===== config.mk =====
export PLATFORM = sky130hd
export DESIGN_NAME = xmd_unit
export DESIGN_NICKNAME = d
export VERILOG_FILES = /design/src/rtl/xmd_pkg.sv /design/src/rtl/xmd_divstep.sv /design/src/rtl/xmd_signfix.sv /design/src/rtl/xmd_mul.sv /design/src/rtl/xmd_unit.sv
export SDC_FILE = /design/constraint.sdc
export NUM_CORES = 1
export LEC_CHECK = 0
export BUFFER_PORTS_ARGS = -buffer_cell sky130_fd_sc_hd__buf_2
export CAP_MARGIN = 10
export CORE_MARGIN = 2
export CORE_UTILIZATION = 59
export CTS_BUF_LIST = sky130_fd_sc_hd__clkbuf_2 sky130_fd_sc_hd__clkbuf_4 sky130_fd_sc_hd__clkbuf_8
export DETAILED_ROUTE_END_ITERATION = 7
export PLACE_DENSITY = 0.8
export SLEW_MARGIN = 30
export SYNTH_ARGS = -nofsm -noshare
export SYNTH_HDL_FRONTEND = slang
export SYNTH_HIERARCHICAL = 1
export SYNTH_SLANG_ARGS = --single-unit

===== constraint.sdc =====
create_clock -name clk -period 6.7 [get_ports clk]
set_input_delay 0.67 -clock clk [delete_from_list [all_inputs] [get_ports clk]]
set_output_delay 0.67 -clock clk [all_outputs]
set_load 0.01 [all_outputs]

===== src/rtl/xmd_pkg.sv =====
package xmd_pkg;

    typedef enum logic [1:0] {
        OP_SDIV_W = 2'd0,
        OP_UDIV_L = 2'd1,
        OP_SDIV_L = 2'd2,
        OP_SMUL   = 2'd3
    } xmd_op_e;

    typedef enum logic [2:0] {
        ST_IDLE,
        ST_DIVIDE,
        ST_SIGN,
        ST_MUL,
        ST_ZERO
    } xmd_state_e;

    typedef struct packed {
        logic n;
        logic z;
        logic v;
        logic c;
    } xmd_flags_t;

endpackage


===== src/rtl/xmd_divstep.sv =====
// One restoring shift-subtract step: brings the next dividend bit into the
// partial remainder and subtracts the divisor when it fits.
module xmd_divstep #(
    parameter int DW = 16,
    parameter int QW = 32
) (
    input  logic [DW-1:0] rem_i,
    input  logic [QW-1:0] quo_i,
    input  logic [DW-1:0] div_i,
    output logic [DW-1:0] rem_o,
    output logic [QW-1:0] quo_o
);
    logic [DW:0] trial;
    logic [DW:0] diff;

    always_comb begin
        trial = {rem_i, quo_i[QW-1]};
        diff  = trial - {1'b0, div_i};
        if (trial >= {1'b0, div_i}) begin
            rem_o = diff[DW-1:0];
            quo_o = {quo_i[QW-2:0], 1'b1};
        end else begin
            rem_o = trial[DW-1:0];
            quo_o = {quo_i[QW-2:0], 1'b0};
        end
    end
endmodule


===== src/rtl/xmd_signfix.sv =====
// Applies signs to the magnitude quotient and remainder, and derives the
// divide flags, including the range check for overflow.
module xmd_signfix
    import xmd_pkg::*;
#(
    parameter int DW = 16,
    parameter int QW = 32
) (
    input  xmd_op_e       op_i,
    input  logic [QW-1:0] q_mag,
    input  logic [DW-1:0] r_mag,
    input  logic          q_neg,
    input  logic          r_neg,
    output logic [DW-1:0] quo_o,
    output logic [DW-1:0] rem_o,
    output xmd_flags_t    flags_o
);
    logic [QW:0] q_s;
    logic        fits_s;
    logic        fits_u;

    always_comb begin
        q_s       = q_neg ? -{1'b0, q_mag} : {1'b0, q_mag};
        quo_o     = q_s[DW-1:0];
        rem_o     = r_neg ? -r_mag : r_mag;
        fits_s    = (&q_s[QW:DW-1]) | ~(|q_s[QW:DW-1]);
        fits_u    = ~(|q_mag[QW-1:DW]);
        flags_o.n = q_s[DW-1];
        flags_o.z = ~(|q_mag);
        flags_o.v = (op_i == OP_UDIV_L) ? ~fits_u : ~fits_s;
        flags_o.c = 1'b0;
    end
endmodule


===== src/rtl/xmd_mul.sv =====
// Signed word multiply with its flag rules.
module xmd_mul
    import xmd_pkg::*;
#(
    parameter int DW = 16
) (
    input  logic [DW-1:0]   a_i,
    input  logic [DW-1:0]   b_i,
    output logic [2*DW-1:0] prod_o,
    output xmd_flags_t      flags_o
);
    logic [2*DW-1:0] ea;
    logic [2*DW-1:0] eb;

    always_comb begin
        ea        = {{DW{a_i[DW-1]}}, a_i};
        eb        = {{DW{b_i[DW-1]}}, b_i};
        prod_o    = ea * eb;
        flags_o.z = ~(|prod_o);
        flags_o.n = prod_o[2*DW-1];
        flags_o.c = prod_o[DW-1];
        flags_o.v = 1'b0;
    end
endmodule


===== src/rtl/xmd_unit.sv =====
module xmd_unit
    import xmd_pkg::*;
#(
    parameter int DW = 16
) (
    input  logic          clk,
    input  logic          rst_n,
    input  logic          start,
    input  logic [1:0]    op,
    input  logic [DW-1:0] d_in,
    input  logic [DW-1:0] x_in,
    input  logic [DW-1:0] y_in,
    output logic          busy,
    output logic          done,
    output logic [DW-1:0] d_out,
    output logic [DW-1:0] x_out,
    output logic [DW-1:0] y_out,
    output logic          flag_n,
    output logic          flag_z,
    output logic          flag_v,
    output logic          flag_c
);
    localparam int QW = 2 * DW;
    localparam int CW = $clog2(QW + 1);
    localparam logic [CW-1:0] LAST = CW'(QW - 1);

    xmd_state_e state, nxt;
    xmd_op_e    op_in, op_q;
    logic [DW-1:0] d_q, x_q, y_q, div_q, rem_q;
    logic [QW-1:0] quo_q;
    logic [CW-1:0] cnt_q;
    logic          q_neg_q, r_neg_q;

    // operand conditioning at the start edge
    logic          accept, is_div_in, signed_in, dvd_neg, dsr_neg;
    logic [QW-1:0] dvd_in, dvd_mag;
    logic [DW-1:0] dsr_mag;

    always_comb begin
        op_in     = xmd_op_e'(op);
        accept    = start && (state == ST_IDLE);
        is_div_in = (op_in != OP_SMUL);
        signed_in = (op_in == OP_SDIV_W) || (op_in == OP_SDIV_L);
        dvd_in    = (op_in == OP_SDIV_W) ? {{DW{d_in[DW-1]}}, d_in} : {y_in, d_in};
        dvd_neg   = signed_in && dvd_in[QW-1];
        dvd_mag   = dvd_neg ? -dvd_in : dvd_in;
        dsr_neg   = signed_in && x_in[DW-1];
        dsr_mag   = dsr_neg ? -x_in : x_in;
    end

    // datapath pieces
    logic [DW-1:0] step_rem, fix_q, fix_r;
    logic [QW-1:0] step_quo, prod;
    xmd_flags_t    fix_f, mul_f;

    xmd_divstep #(.DW(DW), .QW(QW)) u_step (
        .rem_i(rem_q), .quo_i(quo_q), .div_i(div_q),
        .rem_o(step_rem), .quo_o(step_quo)
    );

    xmd_signfix #(.DW(DW), .QW(QW)) u_fix (
        .op_i(op_q), .q_mag(quo_q), .r_mag(rem_q),
        .q_neg(q_neg_q), .r_neg(r_neg_q),
        .quo_o(fix_q), .rem_o(fix_r), .flags_o(fix_f)
    );

    xmd_mul #(.DW(DW)) u_mul (
        .a_i(d_q), .b_i(y_q), .prod_o(prod), .flags_o(mul_f)
    );

    // state register
    always_ff @(posedge clk or negedge rst_n) begin
        if (!rst_n) state <= ST_IDLE;
        else        state <= nxt;
    end

    // transitions
    always_comb begin
        nxt = state;
        unique case (state)
            ST_IDLE: begin
                if (accept) begin
                    if (!is_div_in)      nxt = ST_MUL;     // accept-mul
                    else if (x_in == '0) nxt = ST_ZERO;    // accept-zero
                    else                 nxt = ST_DIVIDE;  // accept-div
                end
            end
            ST_DIVIDE: nxt = (cnt_q == LAST) ? ST_SIGN : ST_DIVIDE;
            ST_SIGN:   nxt = ST_IDLE;
            ST_MUL:    nxt = ST_IDLE;
            ST_ZERO:   nxt = ST_IDLE;
            default:   nxt = ST_IDLE;
        endcase
    end

    assign busy = (state != ST_IDLE);

    // working registers and outputs
    always_ff @(posedge clk or negedge rst_n) begin
        if (!rst_n) begin
            op_q    <= OP_SDIV_W;
            d_q     <= '0;
            x_q     <= '0;
            y_q     <= '0;
            div_q   <= '0;
            rem_q   <= '0;
            quo_q   <= '0;
            cnt_q   <= '0;
            q_neg_q <= 1'b0;
            r_neg_q <= 1'b0;
            done    <= 1'b0;
            d_out   <= '0;
            x_out   <= '0;
            y_out   <= '0;
            flag_n  <= 1'b0;
            flag_z  <= 1'b0;
            flag_v  <= 1'b0;
            flag_c  <= 1'b0;
        end else begin
            done <= 1'b0;
            unique case (state)
                ST_IDLE: begin
                    if (accept) begin
                        op_q    <= op_in;
                        d_q     <= d_in;
                        x_q     <= x_in;
                        y_q     <= y_in;
                        div_q   <= dsr_mag;
                        quo_q   <= dvd_mag;
                        rem_q   <= '0;
                        cnt_q   <= '0;
                        q_neg_q <= dvd_neg ^ dsr_neg;
                        r_neg_q <= dvd_neg;
                    end
                end
                ST_DIVIDE: begin
                    rem_q <= step_rem;
                    quo_q <= step_quo;
                    cnt_q <= cnt_q + 1'b1;
                end
                ST_SIGN: begin
                    done   <= 1'b1;
                    d_out  <= fix_r;
                    {flag_n, flag_z, flag_v, flag_c} <= fix_f;
                    if (op_q == OP_SDIV_W) begin
                        x_out <= fix_q;
                        y_out <= y_q;
                    end else begin
                        x_out <= x_q;
                        y_out <= fix_q;
                    end
                end
                ST_MUL: begin
                    done  <= 1'b1;
                    d_out <= prod[DW-1:0];
                    y_out <= prod[QW-1:DW];
                    x_out <= x_q;
                    {flag_n, flag_z, flag_v, flag_c} <= mul_f;
                end
                ST_ZERO: begin
                    done   <= 1'b1;
                    d_out  <= d_q;
                    x_out  <= x_q;
                    y_out  <= y_q;
                    flag_n <= 1'b0;
                    flag_z <= 1'b0;
                    flag_v <= 1'b0;
                    flag_c <= 1'b1;
                end
                default: ;
            endcase
        end
    end

    // results move only with the done pulse
    assert_hold_R11: assert property (@(posedge clk) disable iff (!rst_n)
        !done |-> ($stable(d_out) && $stable(x_out) && $stable(y_out)));

    // done never lasts two cycles
    assert_pulse_R11: assert property (@(posedge clk) disable iff (!rst_n)
        done |=> !done);

    // zero divisor reports carry and completes next edge
    assert_zero_div_R5: assert property (@(posedge clk) disable iff (!rst_n)
        (state == ST_ZERO) |=> (done && flag_c && !flag_v && !flag_z));

    // partial remainder stays below the divisor magnitude
    assert_rem_bound_R4: assert property (@(posedge clk) disable iff (!rst_n)
        (state == ST_DIVIDE) |-> (rem_q < div_q));

    // a start during an operation leaves the captured request alone
    assert_busy_ignore_R10: assert property (@(posedge clk) disable iff (!rst_n)
        (busy && start) |=> ($stable(op_q) && $stable(d_q) && $stable(x_q)));

    // multiply finishes next edge with V clear and X passed through
    assert_mul_done_R8: assert property (@(posedge clk) disable iff (!rst_n)
        (state == ST_MUL) |=> (done && !flag_v && (x_out == $past(x_q))));

endmodule


==> run summary <==
The run finished, with violations left. The checks that failed: setup timing. The number of detailed-routing iterations run before antenna repair came out at 6.

Yosys attributes the largest share of cell area to sky130_fd_sc_hd__fa_1, sky130_fd_sc_hd__dfrtp_1, sky130_fd_sc_hd__nand2_1. Setup repair after global routing could not meet its margin everywhere. The per-cell routed wire length is 21.82 um.

The area of the die is 38170 um2. STA classifies the critical path endpoint as a register. In the synthesized netlist, the cells that appear most often are sky130_fd_sc_hd__nand2_1, sky130_fd_sc_hd__inv_1, sky130_fd_sc_hd__fa_1, sky130_fd_sc_hd__dfrtp_1, sky130_fd_sc_hd__nor2_1. The fraction of registers with async set/reset is 1.000. For this run, the register share of the synthesized area comes to 0.2050. TritonCTS built the clock tree. The global-route wire length before repair is 107600 um. The initial standard-cell utilization of the core came out at 0.5944. The synthesized design contains 0 enable-type register cells.

For the worst setup path, the data required time is 7.13 ns. The setup TNS after final layout came out at -3.995 ns. In this run the worst path has a maximum fanout of 4.

The final-report hold violation count came out at 0. The combined flip-flop and latch cell area is 4457 um2. The post-synthesis cell area came out at 21610 um2.

Between clock sinks in the finished design, the worst skew comes to 0.02544 ns. The area overhead of the layout relative to synthesis is 15.27%. Data on the critical path arrives at its endpoint at 7.81 ns.

The detailed placer's ending HPWL is 52150 um. The global placement routability congestion is 0.9826. The worst hold path belongs to the class in2async. In the synthesized netlist the dominant register cell turns out to be sky130_fd_sc_hd__dfrtp_1.

The residual DRC count is 0. The final max-slew violation count is 0. STA classifies the critical path startpoint as a register. After synthesis, the largest family of logic cells by area is adder cells. The critical path is of the reg2reg type. The simple-gate area share of the yosys netlist came out at 0.1871.

The upper clock frequency limit is 135.5 MHz. The register clock-pin slew on the reported worst setup and hold paths came out at 0.13 ns. The routed design has 69430 um of wire. The number of unique standard cell types used by synthesis came out at 95. Counting flops and latches in the post-synthesis netlist gives 177. The mux cell area share after synthesis is 0.02907. The number of nets in the synthesized netlist is 2918.

The via total after detailed routing came out at 19570. The number of setup violations in the final report is 9. The area fraction of the dominant cell type after synthesis is 0.2437. The per-instance average area after synthesis came out at 8.646 um2.

The adder-cell share of the synthesized area came out at 0.3033. The tree is rooted in a sky130_fd_sc_hd__clkbuf_8. The pin count of the biggest net entering global routing came out at 92. The initial antenna violation count was 1. The number of buffers inserted by hold repair at cts came out at 0. The area inside the core boundary came out at 36350 um2. The tool flagged a number of max-cap violations equal to 0.

Summed over all instances, the cell type with the most area after synthesis is sky130_fd_sc_hd__fa_1. The final critical-path setup slack came out at -0.6801 ns. The time the worst path needs with I/O delays and setup is 7.380 ns. The footprint of the multi-input gates came out at 15600 um2.

The H-tree generated during clock tree synthesis spans 4 levels. The cell count after synthesis is 2499. The row count came out at 70. The final net count is 3118. The cell with the most instances after synthesis is sky130_fd_sc_hd__nand2_1.

The total clock buffers created by CTS is 17. The residual overflow from global routing came out at 0. The end-of-flow core utilization is 0.6852. The die extent in x is 195.4 um.

After detailed routing, the number of vias per cell comes to 6.150. The number of clock sinks seen by CTS is 177. The buffer depth of the longest clock path came out at 2. The count of nets left with antenna violations after detail routing came out at 0. The global-route usage over all layers is 0.3636. The final cycle utilization of the critical path came out at 1.102. The share of the synthesized area in compound gates (AO/OA/AOI/OAI) came out at 0.1229.

The number of violations reported at the end of detailed-routing iteration 0 came out at 2338. The transition time at the pin with the least slew margin came out at 0.8050 ns. The layout filler cell count is 2633. 107 I/O pins were placed. The number of global-route vias before repair was 19770. During placement, the flow inserted port buffers numbering 106. The relative slew slack came out at 0.4633.

In the final layout, the share of cells above drive strength 1 is 0.2117. The synthesis warning total is 6. The die is 195.4 um tall. The xor and xnor area share after synthesis came out at 0.04946. The latest clock arrival within the worst-skew pair is 0.53 ns.
-- layer usage --
| layer | up-vias | track usage | part of all wire | wire length (um) |
|---|---|---|---|---|
| li1 | 8431 | - | - | - |
| met1 | 9628 | 0.4708 | 0.37 | 25970 |
| met2 | 1222 | 0.5911 | 0.47 | 32980 |
| met3 | 288 | 0.06908 | 0.093 | 6486 |
| met4 | 0 | 0.1773 | 0.058 | 4002 |
| met5 | - | 0 | 0 | 0 |
-- flip-flops by register name, indices dropped and copies added (netlist names), 2 cells and up --
name   count
x_q       16
cnt_q      6
x_out     16
y_q       16
rem_q     16
div_q     15
d_q       16
d_out     16
state      3
quo_q     32
y_out     16
op_q       2
-- what timing repair did --
action,4_1_cts,5_1_grt
pin swaps,32,53
endpoints found under the setup margin,10,13
gates resized for setup,67,96
gates cloned,0,0
setup buffers,17,14
-- worst max-delay path: stages (launching register included) --
cell                       delay, ns
sky130_fd_sc_hd__dfrtp_2        0.43
sky130_fd_sc_hd__buf_6          0.13
sky130_fd_sc_hd__and2_4         0.15
sky130_fd_sc_hd__fa_1           0.50
sky130_fd_sc_hd__inv_1          0.06
sky130_fd_sc_hd__fa_2           0.54
sky130_fd_sc_hd__fa_2           0.45
sky130_fd_sc_hd__fa_1           0.51
sky130_fd_sc_hd__inv_2          0.04
sky130_fd_sc_hd__fa_1           0.50
sky130_fd_sc_hd__inv_1          0.06
sky130_fd_sc_hd__fa_1           0.49
sky130_fd_sc_hd__inv_2          0.05
sky130_fd_sc_hd__ha_4           0.21
sky130_fd_sc_hd__a41o_1         0.26
sky130_fd_sc_hd__a221o_1        0.40
sky130_fd_sc_hd__a21o_1         0.22
sky130_fd_sc_hd__xor2_2         0.17
sky130_fd_sc_hd__nor4_2         0.20
sky130_fd_sc_hd__or4b_1         0.48
sky130_fd_sc_hd__or4b_4         0.52
sky130_fd_sc_hd__nor4_4         0.23
sky130_fd_sc_hd__nand2_1        0.10
sky130_fd_sc_hd__nor4_2         0.17
sky130_fd_sc_hd__mux2i_1        0.13
sky130_fd_sc_hd__a221oi_2       0.26
-- cells in the final DEF, fill, tap and decap left out, types with 15 or more instances in the layout --
cell,netlist,layout
sky130_fd_sc_hd__nand2_1,405,399
sky130_fd_sc_hd__a221oi_1,20,17
sky130_fd_sc_hd__ha_1,103,88
sky130_fd_sc_hd__xor2_1,40,37
sky130_fd_sc_hd__mux2i_1,44,44
sky130_fd_sc_hd__o21ai_1,25,23
sky130_fd_sc_hd__fa_1,263,251
sky130_fd_sc_hd__xnor2_1,82,79
sky130_fd_sc_hd__a221o_1,19,19
sky130_fd_sc_hd__dfrtp_2,0,19
sky130_fd_sc_hd__a22oi_1,30,30
sky130_fd_sc_hd__o21ai_0,89,86
sky130_fd_sc_hd__nor2_1,147,144
sky130_fd_sc_hd__buf_2,21,105
sky130_fd_sc_hd__inv_1,369,347
sky130_fd_sc_hd__nand3_1,27,26
sky130_fd_sc_hd__dfrtp_1,177,157
sky130_fd_sc_hd__o31ai_1,24,23
sky130_fd_sc_hd__and2_1,131,115
sky130_fd_sc_hd__a21oi_1,82,62
sky130_fd_sc_hd__buf_6,4,21
sky130_fd_sc_hd__a21o_1,15,15
sky130_fd_sc_hd__buf_4,41,207
sky130_fd_sc_hd__a21oi_2,0,17
sky130_fd_sc_hd__clkbuf_8,0,17
sky130_fd_sc_hd__inv_2,0,22
sky130_fd_sc_hd__nor3_1,18,15
-- final timing paths --
path	startpoint	endpoint	slack (ns)	depth (start not counted)
worst max-delay path	y_q[4]$_DFFE_PN0P_	flag_z$_DFFE_PN0P_	-0.68	25
worst min-delay path	rst_n	quo_q[28]$_DFFE_PN0P_	0.07	1
worst max register to register	y_q[4]$_DFFE_PN0P_	flag_z$_DFFE_PN0P_	-0.68	25
worst min register to register	x_out[1]$_DFFE_PN0P_	x_out[1]$_DFFE_PN0P_	0.49	2
max in group asynchronous	rst_n	d_q[6]$_DFFE_PN0P_	5.41	2
min in group clk	x_in[8]	x_q[8]$_DFFE_PN0P_	0.40	3
-- cell families (layout without fill, tap and decap cells) --
logic type,after synthesis,in the layout
adders and majority gates,366,366
muxes,58,58
and+or+nand+nor,851,851
DFF,177,177
buffers and inverters,530,743
other,2,4
AOI/OAI and AO/OA,393,393
xor gates and xnor gates,122,122
-- cell type report --
type                       instances  share of cell area
clock inverter                    15            0.006782
inverter                         371             0.05602
clock buffer                      17            0.009395
tap                              468             0.02351
multi-input combinational       1792              0.6262
sequential                       177              0.1790
timing repair buffer             340             0.09892
antenna                            2           0.0002010
-- stage by stage --
step | hold WS, ns | area [um2] | setup WS [ns] | cells
2_1_floorplan | 0.3744 | 21810 | -0.2187 | 2499
3_3_place_gp | 0.4568 | 23670 | -0.6270 | 3121
3_5_place_dp | 0.4633 | 23700 | -0.7006 | 3122
4_1_cts | 0.06569 | 24440 | -0.5144 | 3169
5_1_grt | 0.1065 | 24900 | -0.8634 | 3180
6_report | 0.06652 | 24910 | -0.6801 | 3182
Power is not shown: default switching activity piles up to over one toggle a cycle in this logic, so the estimate is an artifact.
